[config.mk]
export PLATFORM = sky130hd
export DESIGN_NAME = twh_history_avg
export DESIGN_NICKNAME = d
export VERILOG_FILES = /design/src/rtl/twh_pkg.sv /design/src/rtl/twh_interval_timer.sv /design/src/rtl/twh_accumulator.sv /design/src/rtl/twh_seq_divider.sv /design/src/rtl/twh_history_avg.sv
export SDC_FILE = /design/constraint.sdc
export NUM_CORES = 1
export LEC_CHECK = 0
export BUFFER_PORTS_ARGS = -buffer_cell sky130_fd_sc_hd__buf_2
export CORE_AREA = 4 4 205 207
export DETAILED_ROUTE_END_ITERATION = 10
export DIE_AREA = 0 0 209 211
export GPL_ROUTABILITY_DRIVEN = 0
export MAX_ROUTING_LAYER = met4
export SLEW_MARGIN = 10
export SYNTH_ARGS = -nofsm -noshare
export SYNTH_HDL_FRONTEND = slang
export SYNTH_SLANG_ARGS = --single-unit
[constraint.sdc]
create_clock -name clk -period 11.3 [get_ports clk]
set_input_delay 1.13 -clock clk [delete_from_list [all_inputs] [get_ports clk]]
set_output_delay 1.13 -clock clk [all_outputs]
set_load 0.005 [all_outputs]
[src/rtl/twh_pkg.sv]
package twh_pkg;

    typedef enum logic [1:0] {
        ST_ACCUM,
        ST_DIVIDE,
        ST_STORE
    } twh_state_e;

endpackage

[src/rtl/twh_interval_timer.sv]
module twh_interval_timer #(
    parameter int IVL_W = 24,
    parameter int K_W   = 3
) (
    input  logic             clk,
    input  logic             rst_n,
    input  logic             restart,
    input  logic             tick,
    input  logic [IVL_W-1:0] interval_ms,
    input  logic [K_W-1:0]   inc_k,
    input  logic             first_pass,
    output logic             full_hit,
    output logic             inc_hit
);
    localparam int KMAX = (1 << K_W) - 1;

    logic [IVL_W-1:0] elapsed_q;
    logic [IVL_W-1:0] el_next;
    logic [IVL_W-1:0] t_eff;
    logic [KMAX:1]    mark_hit;

    assign t_eff   = (interval_ms == '0) ? IVL_W'(1) : interval_ms;
    assign el_next = elapsed_q + IVL_W'(1);

    // one comparator per possible early mark: interval >> s
    for (genvar s = 1; s <= KMAX; s++) begin : g_mark
        assign mark_hit[s] = (inc_k >= K_W'(s)) && ((t_eff >> s) == el_next);
    end

    always_comb begin
        full_hit = tick && (el_next >= t_eff);
        inc_hit  = tick && first_pass && !full_hit && (|mark_hit);
    end

    always_ff @(posedge clk or negedge rst_n) begin
        if (!rst_n) begin
            elapsed_q <= '0;
        end else if (restart || full_hit) begin
            elapsed_q <= '0;
        end else if (tick) begin
            elapsed_q <= el_next;
        end
    end

endmodule

[src/rtl/twh_accumulator.sv]
module twh_accumulator #(
    parameter int WORD_W = 32,
    parameter int CNT_W  = 16,
    localparam int ACC_W = WORD_W + CNT_W
) (
    input  logic              clk,
    input  logic              rst_n,
    input  logic              restart,
    input  logic              full_hit,
    input  logic [WORD_W-1:0] sample,
    input  logic              sample_valid,
    output logic [ACC_W-1:0]  sum_next,
    output logic [CNT_W-1:0]  cnt_next
);
    logic [ACC_W-1:0] sum_q;
    logic [CNT_W-1:0] cnt_q;
    logic             take;

    // a saturated count stops accumulation, keeping sum/count consistent
    assign take     = sample_valid && (cnt_q != '1);
    assign sum_next = sum_q + (take ? {{CNT_W{1'b0}}, sample} : '0);
    assign cnt_next = cnt_q + CNT_W'(take);

    always_ff @(posedge clk or negedge rst_n) begin
        if (!rst_n) begin
            sum_q <= '0;
            cnt_q <= '0;
        end else if (restart || full_hit) begin
            sum_q <= '0;
            cnt_q <= '0;
        end else begin
            sum_q <= sum_next;
            cnt_q <= cnt_next;
        end
    end

endmodule

[src/rtl/twh_seq_divider.sv]
module twh_seq_divider #(
    parameter int NUM_W = 48,
    parameter int DEN_W = 16,
    parameter int OUT_W = 32,
    localparam int IT_W = $clog2(NUM_W + 1)
) (
    input  logic             clk,
    input  logic             rst_n,
    input  logic             start,
    input  logic             abort,
    input  logic [NUM_W-1:0] numer,
    input  logic [DEN_W-1:0] denom,
    output logic [OUT_W-1:0] quot,
    output logic             done
);
    logic             busy_q;
    logic [IT_W-1:0]  iter_q;
    logic [DEN_W-1:0] rem_q;
    logic [DEN_W-1:0] den_q;
    logic [NUM_W-1:0] quo_q;
    logic [DEN_W:0]   trial;
    logic [DEN_W:0]   diff;
    logic             ge;

    // restoring division, one quotient bit per cycle
    assign trial = {rem_q, quo_q[NUM_W-1]};
    assign ge    = trial >= {1'b0, den_q};
    assign diff  = trial - {1'b0, den_q};
    assign quot  = quo_q[OUT_W-1:0];

    always_ff @(posedge clk or negedge rst_n) begin
        if (!rst_n) begin
            busy_q <= 1'b0;
            done   <= 1'b0;
            iter_q <= '0;
            rem_q  <= '0;
            den_q  <= '0;
            quo_q  <= '0;
        end else begin
            done <= 1'b0;
            if (abort) begin
                busy_q <= 1'b0;
            end else if (start) begin
                busy_q <= 1'b1;
                iter_q <= IT_W'(NUM_W);
                rem_q  <= '0;
                den_q  <= denom;
                quo_q  <= numer;
            end else if (busy_q) begin
                rem_q  <= ge ? diff[DEN_W-1:0] : trial[DEN_W-1:0];
                quo_q  <= {quo_q[NUM_W-2:0], ge};
                iter_q <= iter_q - IT_W'(1);
                if (iter_q == IT_W'(1)) begin
                    busy_q <= 1'b0;
                    done   <= 1'b1;
                end
            end
        end
    end

endmodule

[src/rtl/twh_history_avg.sv]
module twh_history_avg
    import twh_pkg::*;
#(
    parameter int WORD_W = 32,
    parameter int CNT_W  = 16,
    parameter int IVL_W  = 24,
    parameter int K_W    = 3,
    localparam int ACC_W = WORD_W + CNT_W
) (
    input  logic              clk,
    input  logic              rst_n,
    input  logic [WORD_W-1:0] tw_in,
    input  logic              tw_valid,
    input  logic              tick_ms,
    input  logic [IVL_W-1:0]  interval_ms,
    input  logic [K_W-1:0]    inc_k,
    input  logic              persist_en,
    input  logic              sw_clear,
    input  logic              ref_switch,
    output logic [WORD_W-1:0] hist_word,
    output logic              hist_valid,
    output logic              hist_update
);
    twh_state_e        state_q, state_d;
    logic              restart;
    logic              keep_hist;
    logic              first_pass_q;
    logic              full_hit;
    logic              inc_hit;
    logic              accept;
    logic [ACC_W-1:0]  sum_next;
    logic [CNT_W-1:0]  cnt_next;
    logic [WORD_W-1:0] quot;
    logic              div_done;

    assign restart   = sw_clear || ref_switch;
    assign keep_hist = ref_switch && !sw_clear && persist_en && hist_valid;
    assign accept    = (state_q == ST_ACCUM) && (full_hit || inc_hit)
                       && (cnt_next != '0) && !restart;

    twh_interval_timer #(.IVL_W(IVL_W), .K_W(K_W)) u_timer (
        .clk         (clk),
        .rst_n       (rst_n),
        .restart     (restart),
        .tick        (tick_ms),
        .interval_ms (interval_ms),
        .inc_k       (inc_k),
        .first_pass  (first_pass_q),
        .full_hit    (full_hit),
        .inc_hit     (inc_hit)
    );

    twh_accumulator #(.WORD_W(WORD_W), .CNT_W(CNT_W)) u_acc (
        .clk          (clk),
        .rst_n        (rst_n),
        .restart      (restart),
        .full_hit     (full_hit),
        .sample       (tw_in),
        .sample_valid (tw_valid),
        .sum_next     (sum_next),
        .cnt_next     (cnt_next)
    );

    twh_seq_divider #(.NUM_W(ACC_W), .DEN_W(CNT_W), .OUT_W(WORD_W)) u_div (
        .clk   (clk),
        .rst_n (rst_n),
        .start (accept),
        .abort (restart),
        .numer (sum_next),
        .denom (cnt_next),
        .quot  (quot),
        .done  (div_done)
    );

    // first-interval flag: set whenever history is absent at a restart
    always_ff @(posedge clk or negedge rst_n) begin
        if (!rst_n) begin
            first_pass_q <= 1'b1;
        end else if (restart) begin
            first_pass_q <= !keep_hist;
        end else if (full_hit) begin
            first_pass_q <= 1'b0;
        end
    end

    always_comb begin
        state_d = state_q;
        unique case (state_q)
            ST_ACCUM:  if (accept)   state_d = ST_DIVIDE;
            ST_DIVIDE: if (div_done) state_d = ST_STORE;
            ST_STORE:                state_d = ST_ACCUM;
            default:                 state_d = ST_ACCUM;
        endcase
        if (restart) state_d = ST_ACCUM;
    end

    always_ff @(posedge clk or negedge rst_n) begin
        if (!rst_n) state_q <= ST_ACCUM;
        else        state_q <= state_d;
    end

    // outputs
    always_ff @(posedge clk or negedge rst_n) begin
        if (!rst_n) begin
            hist_word  <= '0;
            hist_valid <= 1'b0;
        end else if (restart) begin
            if (!keep_hist) begin
                hist_word  <= '0;
                hist_valid <= 1'b0;
            end
        end else if (state_q == ST_DIVIDE && div_done) begin
            hist_word  <= quot;
            hist_valid <= 1'b1;
        end
    end

    assign hist_update = (state_q == ST_STORE);

endmodule

Yosys cells after proc, flatten, opt, wreduce, memory -nomap -nowiden
Cells that the tools add are included.
{"block": "op_classes", "reduce_logical": 38, "mux": 33, "n_eq_ne": 14, "n_bitwise": 1, "addsub": 5, "magnitude_cmp": 9}
{"op": "2-to-1 mux 48 bit", "count": 3}
{"op": "2-to-1 mux 32 bit", "count": 4}
{"op": "2-to-1 mux 24 bit", "count": 3}
{"op": "2-to-1 mux 16 bit", "count": 4}
{"op": "adder 48 bit", "count": 1}
{"op": "adder 24 x 1 -> 24 bit (second input constant)", "count": 1}
{"op": "equality test 17 x 24 -> 1 bit", "count": 1}
{"op": "equality test 18 x 24 -> 1 bit", "count": 1}
{"op": "equality test 19 x 24 -> 1 bit", "count": 1}
{"op": "equality test 20 x 24 -> 1 bit", "count": 1}
{"op": "equality test 21 x 24 -> 1 bit", "count": 1}
{"op": "equality test 22 x 24 -> 1 bit", "count": 1}
{"op": "equality test 23 x 24 -> 1 bit", "count": 1}
{"op": ">= comparator 24 bit", "count": 1}
{"op": "logical NOT 24 bit", "count": 1}
{"op": "logical AND 1 bit", "count": 19}
{"op": ">= comparator 17 x 16 -> 1 bit", "count": 1}
{"op": "adder 16 x 1 -> 16 bit", "count": 1}
{"op": "!= test 16 bit (second input constant)", "count": 1}
{"op": "nonzero test 16 bit", "count": 1}
{"op": "subtractor 16 bit", "count": 1}
{"op": "2-to-1 mux 1 bit", "count": 13}
{"op": ">= comparator 3 bit (second input constant)", "count": 4}
{"op": "2-to-1 mux 6 bit", "count": 2}
{"op": "other kinds (18)", "count": 32}
{"block": "totals", "output_inout_bits": 34, "word_cells": 113, "regBits": 212, "in_bits": 66}

Logic depth before layout (Yosys ltp)
{"block": "depth", "ltp_word": 14, "ltp_mapped": 20, "mapped_depth_nobuf": 18}

Cells and area by module
Synthesis repeated with hierarchy kept, for this count alone.
{"block": "unflattened", "cells_unflattened": 1910, "area_unflattened_um2": 16608.4}
{"module": "twh_seq_divider", "seq_area_each_um2": 2202.1, "cells_each": 567, "instances": 1, "area_each_um2": 5250.0}
{"module": "twh_interval_timer", "seq_area_each_um2": 600.6, "cells_each": 677, "instances": 1, "area_each_um2": 4951.0}
{"module": "twh_accumulator", "seq_area_each_um2": 1601.5, "cells_each": 531, "instances": 1, "area_each_um2": 4782.1}
{"module": "twh_history_avg", "seq_area_each_um2": 902.1, "cells_each": 135, "instances": 1, "area_each_um2": 1625.3}

Worst setup path before layout
Ideal clock, no wire load.
{"block": "synth_path", "path_type": "input -> register", "start": "input port tw_valid", "end": "register u_div.quo_q[35]", "n_path_buf": 1, "t_arrival_ns": 4.475, "required_ns": 11.171, "path_slack_ns": 6.696, "stages": 14, "setup_ns": 0.129, "cell_sequence": "o31a_1 > clkbuf_1 > and2_1 > ha_1 > nand4_1 > or2_2 > nor2_1 > a211oi_1 > o31ai_1 > a211oi_1 > o41ai_1 > nand4_1 > xor2_1 > a21oi_2"}
{"block": "synth_via", "elab_chain_cells": 7, "elab_cells_between_ends": 10, "cone_classes": "2 x add/sub; 2 x mux; 6 x reduce/logical"}
{"element": "start: declaration", "line_no": "twh_history_avg.sv:13", "text": "input logic tw_valid,"}
{"element": "logical AND 1 bit (*)", "line_no": "twh_accumulator.sv:20", "text": "assign take = sample_valid && (cnt_q != '1);"}
{"element": "adder 16 x 1 -> 16 bit", "line_no": "twh_accumulator.sv:22", "text": "assign cnt_next = cnt_q + CNT_W'(take);"}
{"element": "nonzero test 16 bit", "line_no": "twh_history_avg.sv:39", "text": "&& (cnt_next != '0) && !restart;"}
{"element": "logical AND 1 bit (2 in a row)", "line_no": "twh_history_avg.sv:39"}
{"element": "nonzero test 2 bit (no source line)"}
{"element": "AND reduction 2 bit (no source line)"}
{"element": "end signal: assignment", "line_no": "twh_seq_divider.sv:48", "text": "quo_q <= numer;"}
{"element": "end signal: assignment", "line_no": "twh_seq_divider.sv:51", "text": "quo_q <= {quo_q[NUM_W-2:0], ge};"}
{"element": "end: declaration", "line_no": "twh_seq_divider.sv:20", "text": "logic [NUM_W-1:0] quo_q;"}
Every way passes the cells marked *; elsewhere a longest branch is shown, timed or not.
A chain may end at the register's enable or synchronous reset.

Worst setup path in the final report
{"block": "layout_path", "start": "register u_timer.elapsed_q[2]", "end": "register u_div.rem_q[0]"}
{"block": "layout_via", "elab_chain_cells": 12, "elab_cells_between_ends": 28, "cone_classes": "1 x add/sub; 1 x order compare; 7 x eq/ne; 1 x mux; 18 x reduce/logical"}
{"element": "start: declaration", "line_no": "twh_interval_timer.sv:17", "text": "logic [IVL_W-1:0] elapsed_q;"}
{"element": "start signal: assignment", "line_no": "twh_interval_timer.sv:41", "text": "elapsed_q <= el_next;"}
{"element": "adder 24 x 1 -> 24 bit (*)", "line_no": "twh_interval_timer.sv:23", "text": "assign el_next = elapsed_q + IVL_W'(1);"}
{"element": ">= comparator 24 bit", "line_no": "twh_interval_timer.sv:31", "text": "full_hit = tick && (el_next >= t_eff);"}
{"element": "logical AND 1 bit", "line_no": "twh_interval_timer.sv:31"}
{"element": "logical NOT 1 bit", "line_no": "twh_interval_timer.sv:32", "text": "inc_hit = tick && first_pass && !full_hit && (|mark_hit);"}
{"element": "logical AND 1 bit (2 in a row)", "line_no": "twh_interval_timer.sv:32"}
{"element": "logical OR 1 bit (*)", "line_no": "twh_history_avg.sv:38", "text": "assign accept = (state_q == ST_ACCUM) && (full_hit || inc_hit)"}
{"element": "logical AND 1 bit (*)", "line_no": "twh_history_avg.sv:38"}
{"element": "logical AND 1 bit (*) (2 in a row)", "line_no": "twh_history_avg.sv:39"}
{"element": "nonzero test 2 bit (no source line)"}
{"element": "AND reduction 2 bit (no source line)"}
{"element": "end signal: assignment", "line_no": "twh_seq_divider.sv:50", "text": "rem_q <= ge ? diff[DEN_W-1:0] : trial[DEN_W-1:0];"}
{"element": "end: declaration", "line_no": "twh_seq_divider.sv:18", "text": "logic [DEN_W-1:0] rem_q;"}
Marked as above.

==> run metrics <==
# setup viols final 0; skew final 0.0195 ns; Crit. End Element flop; Crit Path Max Fanout 82; area leader, netlist dfrtp_1; worst setup margin 4.81 ns; via density per instance 5.83; cts hold-fix bufs 0; fmax 0.154 GHz; GRT Util Overall 21.3%; First DRT Iteration DRCs 1440; multi-input logic area 9760 um2; Comb power frac 11.1%; Clock Sinks 212; Num CTS Buffers 26; final wirelength 46900 um; Seq/Total Area, Yosys 33.3%; P&R area growth vs syn 9.80%; worst skew pair latency 0.55 ns; IO Pins 100; Tcrit/Tclk final 57.4%; Clock Pin Slew Worst Setup and Hold Paths 0.06 ns; Residual DRC 0; Avg Inst Size Synth 8.72 um2; Unique masters post-synth 89; vias in the first global route 13.7k; Setup WS pre-CTS 4.99 ns; synth top area cells dfrtp_1 (33%), xnor2_1 (8.0%), ha_1 (6.0%), xor2_1 (3.7%), a21oi_1 (3.6%); worst-margin pin slew 1.19 ns; Worst Hold Class flop to flop; total core area 40400 um2; global-route wire length before repair 75700 um; initial antenna violation count 0; clk buf depth 3; cell count after synthesis 1826; CP required 11.68 ns; fraction of registers with async set or reset after synthesis 100%; sequential cell area 5310 um2; leak pwr 0.00794 uW; CTS resizes 0; Data arrival, critical path 6.87 ns; min cycle time layout 6.49 ns; TritonCTS clock tree done; starting density of the core 39.5%; top cell type's share of synthesized area 33.1%; WS Path Type flop to flop; Post-Syn Area 15900 um2; Pre-antenna DRT Iters 8; Slew Limit Fails 0; die area 44100 um2; type of origin of the critical path flop; die width 209 um; Root Buffer clkbuf_16; outcome completed; site row count 74; placed inst area 16600 um2; Switching Fraction 26.5%; Max-slew headroom 20.9%; Power Internal 1330 uW; Die Y 211 um; EDFF count, synth 0; ANT nets after route 0; routed len/inst 19.6 um; H-tree lvl count 1; RSZ-0062 raised after global routing false; switching pwr 480 uW; Hold Slack 0.491 ns; maximum vdd drop 0.000113 V; cell area after layout 17500 um2; Filler cells 4027; setup_tns 0 ns; post-CTS setup buffer count 0; layout cell share with drive strength beyond 1 11.2%; ys flop type dfrtp_1; sequential power share 42.7%; Final HPWL DP 32600 um; PwrDens 104 nW/um2; YS warnings 0; Clock power frac 46.1%; Vias 13.9k; Net count, final 1984; pin count of the biggest net entering global routing 99; number of register bits inferred by synthesis 212; Synthesized Nets 1971; port bufs 99; global route overflow 0; final hold violations 0; Max Cap Viol 0
## cells in the final DEF, fill, tap and decap left out, types with 47 or more instances in the layout
| cell type | n |
|---|---|
| nand2_1 | 110 |
| xor2_1 | 67 |
| dfrtp_1 | 211 |
| o21ai_0 | 75 |
| nor2b_1 | 68 |
| buf_2 | 98 |
| a21oi_1 | 116 |
| nand3_1 | 47 |
| nor2_1 | 136 |
| ha_1 | 77 |
| a211oi_1 | 56 |
| xnor2_1 | 146 |
| inv_1 | 74 |
## routing by layer
metal	global-route usage (%)	up-vias	share of wire [%]
li1	-	6586	-
met5	-	-	0
met2	30.8	565	42
met4	8.35	0	4.8
met3	3.83	144	7.7
met1	29.8	6648	45
## state kept, by name, indices dropped and copies added (netlist names)
register / count
first_pass_q: 1
hist_valid: 1
hist_word: 32
state_q: 2
u_acc.cnt_q: 16
u_acc.sum_q: 48
u_div.busy_q: 1
u_div.den_q: 16
u_div.done: 1
u_div.iter_q: 6
u_div.quo_q: 48
u_div.rem_q: 16
u_timer.elapsed_q: 24
## power groups by stage
stage               Combinational (uW)  Clock, uW  Sequential, uW
floorplan                          131          0             785
CTS                                201        863             773
finish                             202        835             773
detailed placement                 200          0             787
global route                       223        891             774
global placement                   198          0             787
## layout make-up
class	instances	share of cell area, %
Antenna cell	1	0.0143
Clock buffer	32	4.02
Clock inverter	14	0.901
Inverter	82	1.76
Multi-Input combinational cell	1407	55.8
Sequential cell	212	30.3
Tap cell	532	3.81
Timing Repair Buffer	110	3.36
## synth_stat cells, drive strengths merged, types with 5 or more instances
cell and count:
dfrtp 211, xnor2 148, nor2 139, a21oi 125, nand2 111, o21ai 84, clkbuf 79, ha 77
inv 76, nor2b 69, xor2 67, a211oi 56, nand3 49, buf 46, nor3 42, nand4 40
and2 37, a21o 36, a22o 33, nor4 25, o31ai 25, nand2b 20, and3 18, o2bb2ai 17
o211ai 14, or4 13, and4 12, or2 11, a31oi 10, o2111ai 9, or3 9, mux2i 8
o221ai 8, o21a 7, o22ai 7, a2111oi 6, clkinv 6, a221oi 5, nor3b 5, o31a 5
o32ai 5
## final timing paths
kind                                   to  slack (ns)                 start  cells after the start
max                        u_div.rem_q[0]        4.81  u_timer.elapsed_q[2]                     15
min                          hist_word[0]        0.49          hist_word[0]                      1
max reg2reg                u_div.rem_q[0]        4.81  u_timer.elapsed_q[2]                     15
min reg2reg                  hist_word[0]        0.49          hist_word[0]                      1
max in group asynchronous  u_acc.sum_q[0]        9.31                 rst_n                      2
min in group asynchronous  u_div.rem_q[7]        0.55                 rst_n                      1
## through the flow
step	power, uW	util (%)	std cells
global route	1890	43.3	2389
detailed placement	987	41.2	2343
global placement	985	41.2	2343
finish	1810	43.3	2390
CTS	1840	43.3	2389
floorplan	915	-	1826
## worst max-delay path, cell delays in order, from the launching register on
cell and delay, ns:
dfrtp_1 0.79, and3_1 0.66, nand4_1 0.73, nor3_1 0.71, xnor2_1 0.40, inv_1 0.11, ha_1 0.32, nand4_1 0.12
nor2_1 0.12, nand2_1 0.06, o31ai_1 0.42, and2_1 0.24, o31a_4 0.50, buf_4 0.76, or2_1 0.26, o22ai_1 0.09
## cells by family after synthesis
family | Yosys count | synth area share, %
xor gates and xnor gates | 219 | 12.5
buffers and inverters | 207 | 5.60
DFF | 212 | 33.3
adders and majority gates | 79 | 6.30
AOI/OAI and AO/OA | 493 | 21.1
muxes | 9 | 0.573
and+or+nand+nor | 607 | 20.6
Power figures use the tool's default switching activity.
